==> config.mk <==
export PLATFORM = sky130hd
export DESIGN_NAME = pipe_hazard_unit
export DESIGN_NICKNAME = d
export VERILOG_FILES = /design/src/rtl/hazard_pkg.sv /design/src/rtl/src_fwd_pick.sv /design/src/rtl/fwd_sel_reg.sv /design/src/rtl/pipe_hazard_unit.sv
export SDC_FILE = /design/constraint.sdc
export NUM_CORES = 1
export LEC_CHECK = 0
export ABC_AREA = 1
export BUFFER_PORTS_ARGS = -buffer_cell sky130_fd_sc_hd__buf_2
export CAP_MARGIN = 20
export CORE_MARGIN = 2
export CORE_UTILIZATION = 40
export CTS_BUF_LIST = sky130_fd_sc_hd__clkbuf_8
export DETAILED_ROUTE_END_ITERATION = 10
export GPL_ROUTABILITY_DRIVEN = 0
export PLACE_DENSITY = 0.73
export SLEW_MARGIN = 25
export SYNTH_ARGS = -nofsm -noshare
export SYNTH_HDL_FRONTEND = slang
export SYNTH_HIERARCHICAL = 1
export SYNTH_SLANG_ARGS = --single-unit
==> constraint.sdc <==
create_clock -name clk -period 1.4 [get_ports clk]
set_clock_uncertainty 0.1 [all_clocks]
set_input_delay 0.14 -clock clk [delete_from_list [all_inputs] [get_ports clk]]
set_output_delay 0.14 -clock clk [all_outputs]
set_load 0.01 [all_outputs]
==> src/rtl/hazard_pkg.sv <==
// Shared definitions for the pipeline hazard unit.
// Assumes: two ALU operands, a 2-bit select per operand.
package hazard_pkg;
    typedef enum logic [1:0] {
        FWD_RF    = 2'b00,
        FWD_EXMEM = 2'b01,
        FWD_MEMWB = 2'b10
    } fwd_sel_e;
endpackage

==> src/rtl/src_fwd_pick.sv <==
// Decides the forwarding source for one decode operand and flags a load-use hit.
// Assumes the decode/execute entry is younger than the execute/memory entry,
// so a match on it takes priority.
module src_fwd_pick #(
    parameter int REG_W = 4
) (
    input  logic [REG_W-1:0]    src,
    input  logic [REG_W-1:0]    idex_rd,
    input  logic                idex_we,
    input  logic                idex_load,
    input  logic [REG_W-1:0]    exmem_rd,
    input  logic                exmem_we,
    output hazard_pkg::fwd_sel_e sel_next,
    output logic                load_hit
);
    logic hit_idex;
    logic hit_exmem;

    // Match this source against each older writer.
    always_comb begin
        hit_idex  = idex_we  && (idex_rd  == src);
        hit_exmem = exmem_we && (exmem_rd == src);
    end

    // Pick the youngest ready producer; a load result is never ready this early.
    always_comb begin
        load_hit = hit_idex && idex_load;
        if (hit_idex && !idex_load)
            sel_next = hazard_pkg::FWD_EXMEM;
        else if (!hit_idex && hit_exmem)
            sel_next = hazard_pkg::FWD_MEMWB;
        else
            sel_next = hazard_pkg::FWD_RF;
    end
endmodule

==> src/rtl/fwd_sel_reg.sv <==
// Carries the decode-time select decisions into the execute stage.
// Assumes that a stall turns the execute entry into a NOP, so the selects clear.
module fwd_sel_reg #(
    parameter int NUM_SRC = 2
) (
    input  logic                                clk,
    input  logic                                rst_n,
    input  logic                                stall,
    input  hazard_pkg::fwd_sel_e [NUM_SRC-1:0]  sel_next,
    output hazard_pkg::fwd_sel_e [NUM_SRC-1:0]  sel_q
);
    // Register the selects; reset and stall both leave the register file chosen.
    always_ff @(posedge clk) begin
        if (!rst_n || stall) begin
            for (int i = 0; i < NUM_SRC; i++)
                sel_q[i] <= hazard_pkg::FWD_RF;
        end else begin
            sel_q <= sel_next;
        end
    end
endmodule

==> src/rtl/pipe_hazard_unit.sv <==
// Forwarding and load-use stall control for a five-stage in-order pipeline.
// Compares decode sources with the destinations in the decode/execute and
// execute/memory buffers, registers the operand selects for execute, and
// stalls one cycle when a source depends on a load directly ahead.
// Assumes the register file writes before it reads in the same cycle.
module pipe_hazard_unit #(
    parameter int NUM_REGS = 16,
    parameter int REG_W    = $clog2(NUM_REGS)
) (
    input  logic             clk,
    input  logic             rst_n,
    input  logic [REG_W-1:0] id_rs_a,
    input  logic [REG_W-1:0] id_rs_b,
    input  logic [REG_W-1:0] idex_rd,
    input  logic             idex_we,
    input  logic             idex_load,
    input  logic [REG_W-1:0] exmem_rd,
    input  logic             exmem_we,
    output logic [1:0]       fwd_sel_a,
    output logic [1:0]       fwd_sel_b,
    output logic             hold_front,
    output logic             insert_nop
);
    localparam int NUM_SRC = 2;

    logic [REG_W-1:0]                   src [NUM_SRC];
    hazard_pkg::fwd_sel_e [NUM_SRC-1:0] sel_next;
    hazard_pkg::fwd_sel_e [NUM_SRC-1:0] sel_q;
    logic [NUM_SRC-1:0]                 load_hit;
    logic                               stall;

    // Gather the decode sources into an indexed form.
    always_comb begin
        src[0] = id_rs_a;
        src[1] = id_rs_b;
    end

    generate
        for (genvar g = 0; g < NUM_SRC; g++) begin : g_src
            src_fwd_pick #(.REG_W(REG_W)) u_pick (
                .src       (src[g]),
                .idex_rd   (idex_rd),
                .idex_we   (idex_we),
                .idex_load (idex_load),
                .exmem_rd  (exmem_rd),
                .exmem_we  (exmem_we),
                .sel_next  (sel_next[g]),
                .load_hit  (load_hit[g])
            );
        end
    endgenerate

    // Any operand waiting on a load holds the front end for one cycle.
    always_comb stall = |load_hit;

    fwd_sel_reg #(.NUM_SRC(NUM_SRC)) u_sel (
        .clk      (clk),
        .rst_n    (rst_n),
        .stall    (stall),
        .sel_next (sel_next),
        .sel_q    (sel_q)
    );

    // Drive the port-level outputs.
    always_comb begin
        fwd_sel_a  = sel_q[0];
        fwd_sel_b  = sel_q[1];
        hold_front = stall;
        insert_nop = stall;
    end
endmodule

==> flow_summary.json, run 1 <==
{
  "p_seq_frac": 0.234,
  "irDropWorstVdd_v": 0.0003645,
  "cp_cell_sequence": "buf_2 -> inv_1 -> nand2_1 -> nand2_2 -> nor2_4 -> nand3_2 -> nor2_1 -> inv_1 -> nand2_1 -> buf_2",
  "cap_violations": 0,
  "ctsLongestPathBuffers": 2,
  "ys_warn_count": 6,
  "grt_pass1_vias": 544,
  "reg_top3": "u_sel/sel_q (4)",
  "combPwrFrac": 0.284,
  "layout.nets": 159,
  "p_sw_mw": 0.1397,
  "synth_area_leaders": "inv_1, nand2_1, dfxtp_1",
  "period_share": 0.8506,
  "die_height_um": 40.72,
  "worst_hold_path_type": "in2reg",
  "cp-start-kind": "primary input",
  "report.final.setup_viol": 0,
  "path_clk_slew_ps": 30,
  "portBuffers": 26,
  "pwr-share-clk": 0.481,
  "die_w_um": 40.72,
  "regMostFlops": "u_sel/sel_q",
  "setup.worst_path.class": "in2out",
  "ys_types": 13,
  "syn_to_final_growth_pct": 33.87,
  "netlist_instances": 108,
  "pwr_density_cell_nw_per_um2": 689.0,
  "cts_buffers": 3,
  "ant_nets": 0,
  "seq_area_frac_synth": 0.1485,
  "clock-sinks": 4,
  "syn_nets": 129,
  "p_leak_nw": 0.4713,
  "slowest_stage": "buf_2",
  "layout-drive-gt1-share": 0.2941,
  "grt_max_degree": 7,
  "outcome": "finished, final reports clean",
  "dieArea_sq_um": 1658,
  "crit_path_end_kind": "output pin",
  "grt-ovfl-total": 0,
  "critPathRequiredTime_ps": 1160,
  "synth.avg_cell_area_sq_um": 4.993,
  "routed_wl_mm": 1.139,
  "dr.pass1.iters": 3,
  "htree_levels": 1,
  "register_area_sq_um": 80.08,
  "io-pin-count": 27,
  "power.internal_mw": 0.3577,
  "critPathBufInv": 4,
  "hold_violations": 0,
  "core_area_sq_um": 1285,
  "diodes": 0,
  "initial_utilization": 0.4197,
  "max_freq_mhz": 839.7,
  "syn_area_sq_um": 539.3,
  "cts_root_buf": "clkbuf_8",
  "vias_per_cell": 4.099,
  "rsz0062_at_grt": "no",
  "ys_ff_latch": 4,
  "min_to": "u_sel/sel_q[2]$_SDFF_PP0_",
  "nFillCells": 143,
  "finalSetupTns_ps": 0,
  "post_cts_buffers": 0,
  "cts-hold-fix-buffers": 0,
  "arrival_ps": 950,
  "synth_top_area_frac": 0.2297,
  "multi_input_area_sq_um": 320.3,
  "grt_pass1_wl_mm": 1.952,
  "rows": 13,
  "worst_pin_slew_ps": 198.3,
  "num_vias": 619,
  "postLayoutCoreUtil": 0.5618,
  "drt-initial-drc-count": 10,
  "drc_errors": 0,
  "min-delay-start": "rst_n",
  "path_delay_family": "simple AND/OR/NAND/NOR gates",
  "finalCriticalPeriod_ps": 1191,
  "worst_slew_margin_rel": 0.8673,
  "switching_share": 0.2808,
  "holdPathStages": 3,
  "hpwlAfterDp_um": 985.4,
  "yosysTopAreaCell": "inv_1",
  "antenna_found_initial": 0,
  "grt_use_total": 0.1742,
  "cts_tree": "done",
  "largest_reg_flops": 4,
  "wl_per_cell_um": 7.543,
  "cp_max_fo": 4,
  "final_max_slew_viol_count": 0,
  "critical-path-max-stage-delay_ps": 130,
  "cts_resized": 0
}
[final cells by class]
type	instances	area share
Tap cell	15	0.02600
Multi-Input combinational cell	68	0.4437
Clock buffer	3	0.05719
Sequential cell	4	0.1109
Timing Repair Buffer	26	0.1802
Inverter	35	0.1820
[worst min-delay path: stages]
cell     delay, ps
buf_2           80
nand2_2         60
nor2_1          80
[cell usage in the layout, fill, tap and decap left out, drive strengths merged]
cell and instances:
a21oi 2, xor2 2, clkbuf 3, dfxtp 4, nor2 22, o21ai 6
inv 35, nand3 6, buf 26, nand2 30
[synthesized netlist by cell type (all sizes together)]
cell / number
buf: 1
nand2: 30
nor2: 22
inv: 35
dfxtp: 4
o21ai: 6
xor2: 2
a21oi: 2
nand3: 6
[how the worst max path moves through the flow]
stage | cells past startpoint | endpoint | startpoint | slack (ps)
6_report | 10 | hold_front | id_rs_b[1] | 210
2_1_floorplan | 11 | u_sel/sel_q[0]$_SDFF_PP0_ | id_rs_a[3] | 320
5_1_grt | 10 | insert_nop | idex_rd[1] | 50
3_5_place_dp | 12 | u_sel/sel_q[0]$_SDFF_PP0_ | id_rs_a[3] | 200
4_1_cts | 10 | hold_front | id_rs_a[3] | 200
3_3_place_gp | 12 | u_sel/sel_q[1]$_SDFF_PP0_ | id_rs_a[3] | 210
[power groups by stage]
| stage | registers (mW) | clock network (mW) | logic (mW) |
|---|---|---|---|
| after detailed placement | 0.118 | 0 | 0.142 |
| after floorplan | 0.119 | 0 | 0.0836 |
| after global routing | 0.117 | 0.252 | 0.166 |
| final | 0.117 | 0.239 | 0.141 |
| after global placement | 0.118 | 0 | 0.139 |
| after CTS | 0.117 | 0.246 | 0.142 |
[logic make-up (layout without fill, tap and decap cells)]
| logic type | after synthesis | count (layout) | synth area share |
|---|---|---|---|
| AND/OR/NAND/NOR | 58 | 58 | 0.4872 |
| buffers and inverters | 36 | 64 | 0.2576 |
| AO/OA/AOI/OAI | 8 | 8 | 0.07425 |
| flip-flops | 4 | 4 | 0.1485 |
| XOR/XNOR | 2 | 2 | 0.03249 |
[through the flow]
stage	total power [mW]	setup slack (ps)	hold WS (ps)	cells	cell area, sq um
after floorplan	0.2028	319.7	181.3	108	539.3
final	0.4974	209.1	86.04	151	721.9
after global placement	0.2574	214.5	297.4	148	680.7
after detailed placement	0.2599	195.0	306.0	148	680.7
after CTS	0.5055	204.3	86.07	151	721.9
after global routing	0.5348	52.69	99.57	151	721.9
[metal layers]
layer,vias to the layer above,global-route usage,share of wire
met2,11,0.3214,0.52
met1,248,0.2097,0.45
li1,360,-,-
met3,0,0.01630,0.033
met4,0,0.05000,0
met5,-,0,0
No activity file was read; power rests on OpenSTA's default activity.
==> run 2: changes to the inputs <==
- clock period: 1.4 -> 1.2 ns (I/O delays scaled with it)
==> run 2 against run 1 <==
Worst hold slack got worse by 24 ps. Critical path type unchanged. Via count is 6.8% higher. Sequential share of layout area shrank 1.2 points. Clock power up 14%. Worst setup slack worse by 170 ps. Critical path depth fell by 1. Highest routed layer unchanged. Sequential power grew 16%. Flip-flop and latch count is the same. Design area rose by 12%.
==> flow_summary.json, run 2 (same netlist as run 1, synthesis figures left out) <==
{
  "grt-ovfl-total": 0,
  "ctsLongestPathBuffers": 2,
  "dr.pass1.iters": 4,
  "die_height_um": 40.72,
  "layout.nets": 161,
  "whs_ps": 62.33,
  "p_sw_mw": 0.1711,
  "final_common_cell": "inv_1",
  "vias_per_cell": 4.320,
  "wl_per_cell_um": 8.902,
  "portBuffers": 26,
  "finalSetupTns_ps": 0,
  "setup.worst_path.class": "in2out",
  "ant_nets": 0,
  "fin_area_sq_um": 805.8,
  "cap_violations": 0,
  "cts_buffers": 3,
  "worst_slew_margin_rel": 0.8703,
  "io-pin-count": 27,
  "nFillCells": 140,
  "htree_levels": 1,
  "min-delay-start": "rst_n",
  "placed_area_sq_um": 680.7,
  "worst_pin_slew_ps": 193.8,
  "irDropWorstVdd_v": 0.0002980,
  "hold_violations": 0,
  "report.final.setup_viol": 0,
  "p_leak_nw": 0.4865,
  "rows": 13,
  "crit_path_end_kind": "output pin",
  "pwr_density_cell_nw_per_um2": 755.4,
  "syn_to_final_growth_pct": 49.42,
  "finalCriticalPeriod_ps": 1156,
  "reg_top3": "u_sel/sel_q (4)",
  "num_vias": 661,
  "dieArea_sq_um": 1658,
  "initial_utilization": 0.4197,
  "diodes": 0,
  "drt-initial-drc-count": 12,
  "pwr-share-clk": 0.447,
  "power.internal_mw": 0.4376,
  "period_share": 0.9633,
  "p_seq_frac": 0.224,
  "power_mw": 0.6087,
  "cp-start-kind": "primary input",
  "cts_root_buf": "clkbuf_8",
  "cts_tree": "done",
  "grt_pass1_wl_mm": 1.980,
  "clock-sinks": 4,
  "layout_common_cells": "inv_1, nand2_1, nor2_1",
  "switching_share": 0.2811,
  "arrival_ps": 940,
  "grt_use_total": 0.1785,
  "combPwrFrac": 0.329,
  "routed_wl_mm": 1.362,
  "largest_reg_flops": 4,
  "drc_errors": 0,
  "max_freq_mhz": 865.1,
  "regMostFlops": "u_sel/sel_q",
  "outcome": "finished, final reports clean",
  "final_max_slew_viol_count": 0,
  "antenna_found_initial": 0,
  "die_w_um": 40.72,
  "min_to": "u_sel/sel_q[1]$_SDFF_PP0_",
  "holdPathStages": 3,
  "hpwlAfterDp_mm": 1.000,
  "path_clk_slew_ps": 30,
  "grt_pass1_vias": 546,
  "layout-drive-gt1-share": 0.3986,
  "critPathRequiredTime_ps": 980,
  "core_area_sq_um": 1285,
  "cp_max_fo": 6,
  "worst_hold_path_type": "in2reg",
  "grt_max_degree": 7
}
[run 2: cell types whose count changed in the layout (fill, tap and decap cells not counted), sizes merged]
cell / before / now
buf: 26 / 28
[run 2: worst max-delay path by stage]
| stage | slack (ps) | cells after the start | end | start |
|---|---|---|---|---|
| 2_1_floorplan | 140 | 11 | u_sel/sel_q[0]$_SDFF_PP0_ | id_rs_a[3] |
| 3_3_place_gp | 30 | 12 | u_sel/sel_q[1]$_SDFF_PP0_ | id_rs_a[3] |
| 3_5_place_dp | 10 | 12 | u_sel/sel_q[0]$_SDFF_PP0_ | idex_rd[1] |
| 4_1_cts | 20 | 10 | insert_nop | idex_rd[1] |
| 5_1_grt | -30 | 9 | hold_front | idex_rd[3] |
| 6_report | 40 | 9 | insert_nop | idex_rd[0] |
[run 2: per-layer routing]
| layer | track usage | routed length (um) | vias up |
|---|---|---|---|
| met5 | 0 | 0 | - |
| met4 | 0.05000 | 0 | 0 |
| met3 | 0.03261 | 54 | 0 |
| met2 | 0.3135 | 732 | 18 |
| met1 | 0.2186 | 575 | 280 |
| li1 | - | - | 363 |
[run 2: layout make-up]
| class | count | area (sq um) | share of cell area |
|---|---|---|---|
| Multi-Input combinational cell | 68 | 346.6 | 0.4301 |
| Timing Repair Buffer | 28 | 182.7 | 0.2267 |
| Inverter | 35 | 136.4 | 0.1693 |
| Sequential cell | 4 | 80.08 | 0.09938 |
| Clock buffer | 3 | 41.29 | 0.05124 |
| Tap cell | 15 | 18.77 | 0.02329 |
[run 2: per-stage QoR]
| stage | worst slack [ps] | cells | util |
|---|---|---|---|
| finish | 44.03 | 153 | 0.6271 |
| global route | -26.31 | 153 | 0.6271 |
| CTS | 24.28 | 151 | 0.5618 |
| detailed placement | 12.34 | 148 | 0.5297 |
| global placement | 34.50 | 148 | 0.5297 |
| floorplan | 139.7 | 108 | - |
[run 2: what timing repair did]
item,in CTS,in global routing
endpoints found under the setup margin,0,2
hold endpoints to repair,0,0
gates resized for setup,0,29
hold buffers,0,0
buffers inserted,0,2
[run 2: power by group through the flow]
stage	registers, mW	clock network [mW]	logic [mW]
2_1_floorplan	0.139	0	0.0976
3_3_place_gp	0.138	0	0.162
3_5_place_dp	0.138	0	0.166
4_1_cts	0.136	0.283	0.167
5_1_grt	0.136	0.297	0.225
6_report	0.136	0.272	0.200
[run 2: worst max-delay path, cell delays in order]
cell     delay [ps]
buf_4           140
nand2_2          70
nand2_2          60
nor2_4          110
nand3_2          70
nor2_1          110
inv_1            60
nand2_2          90
buf_6           110
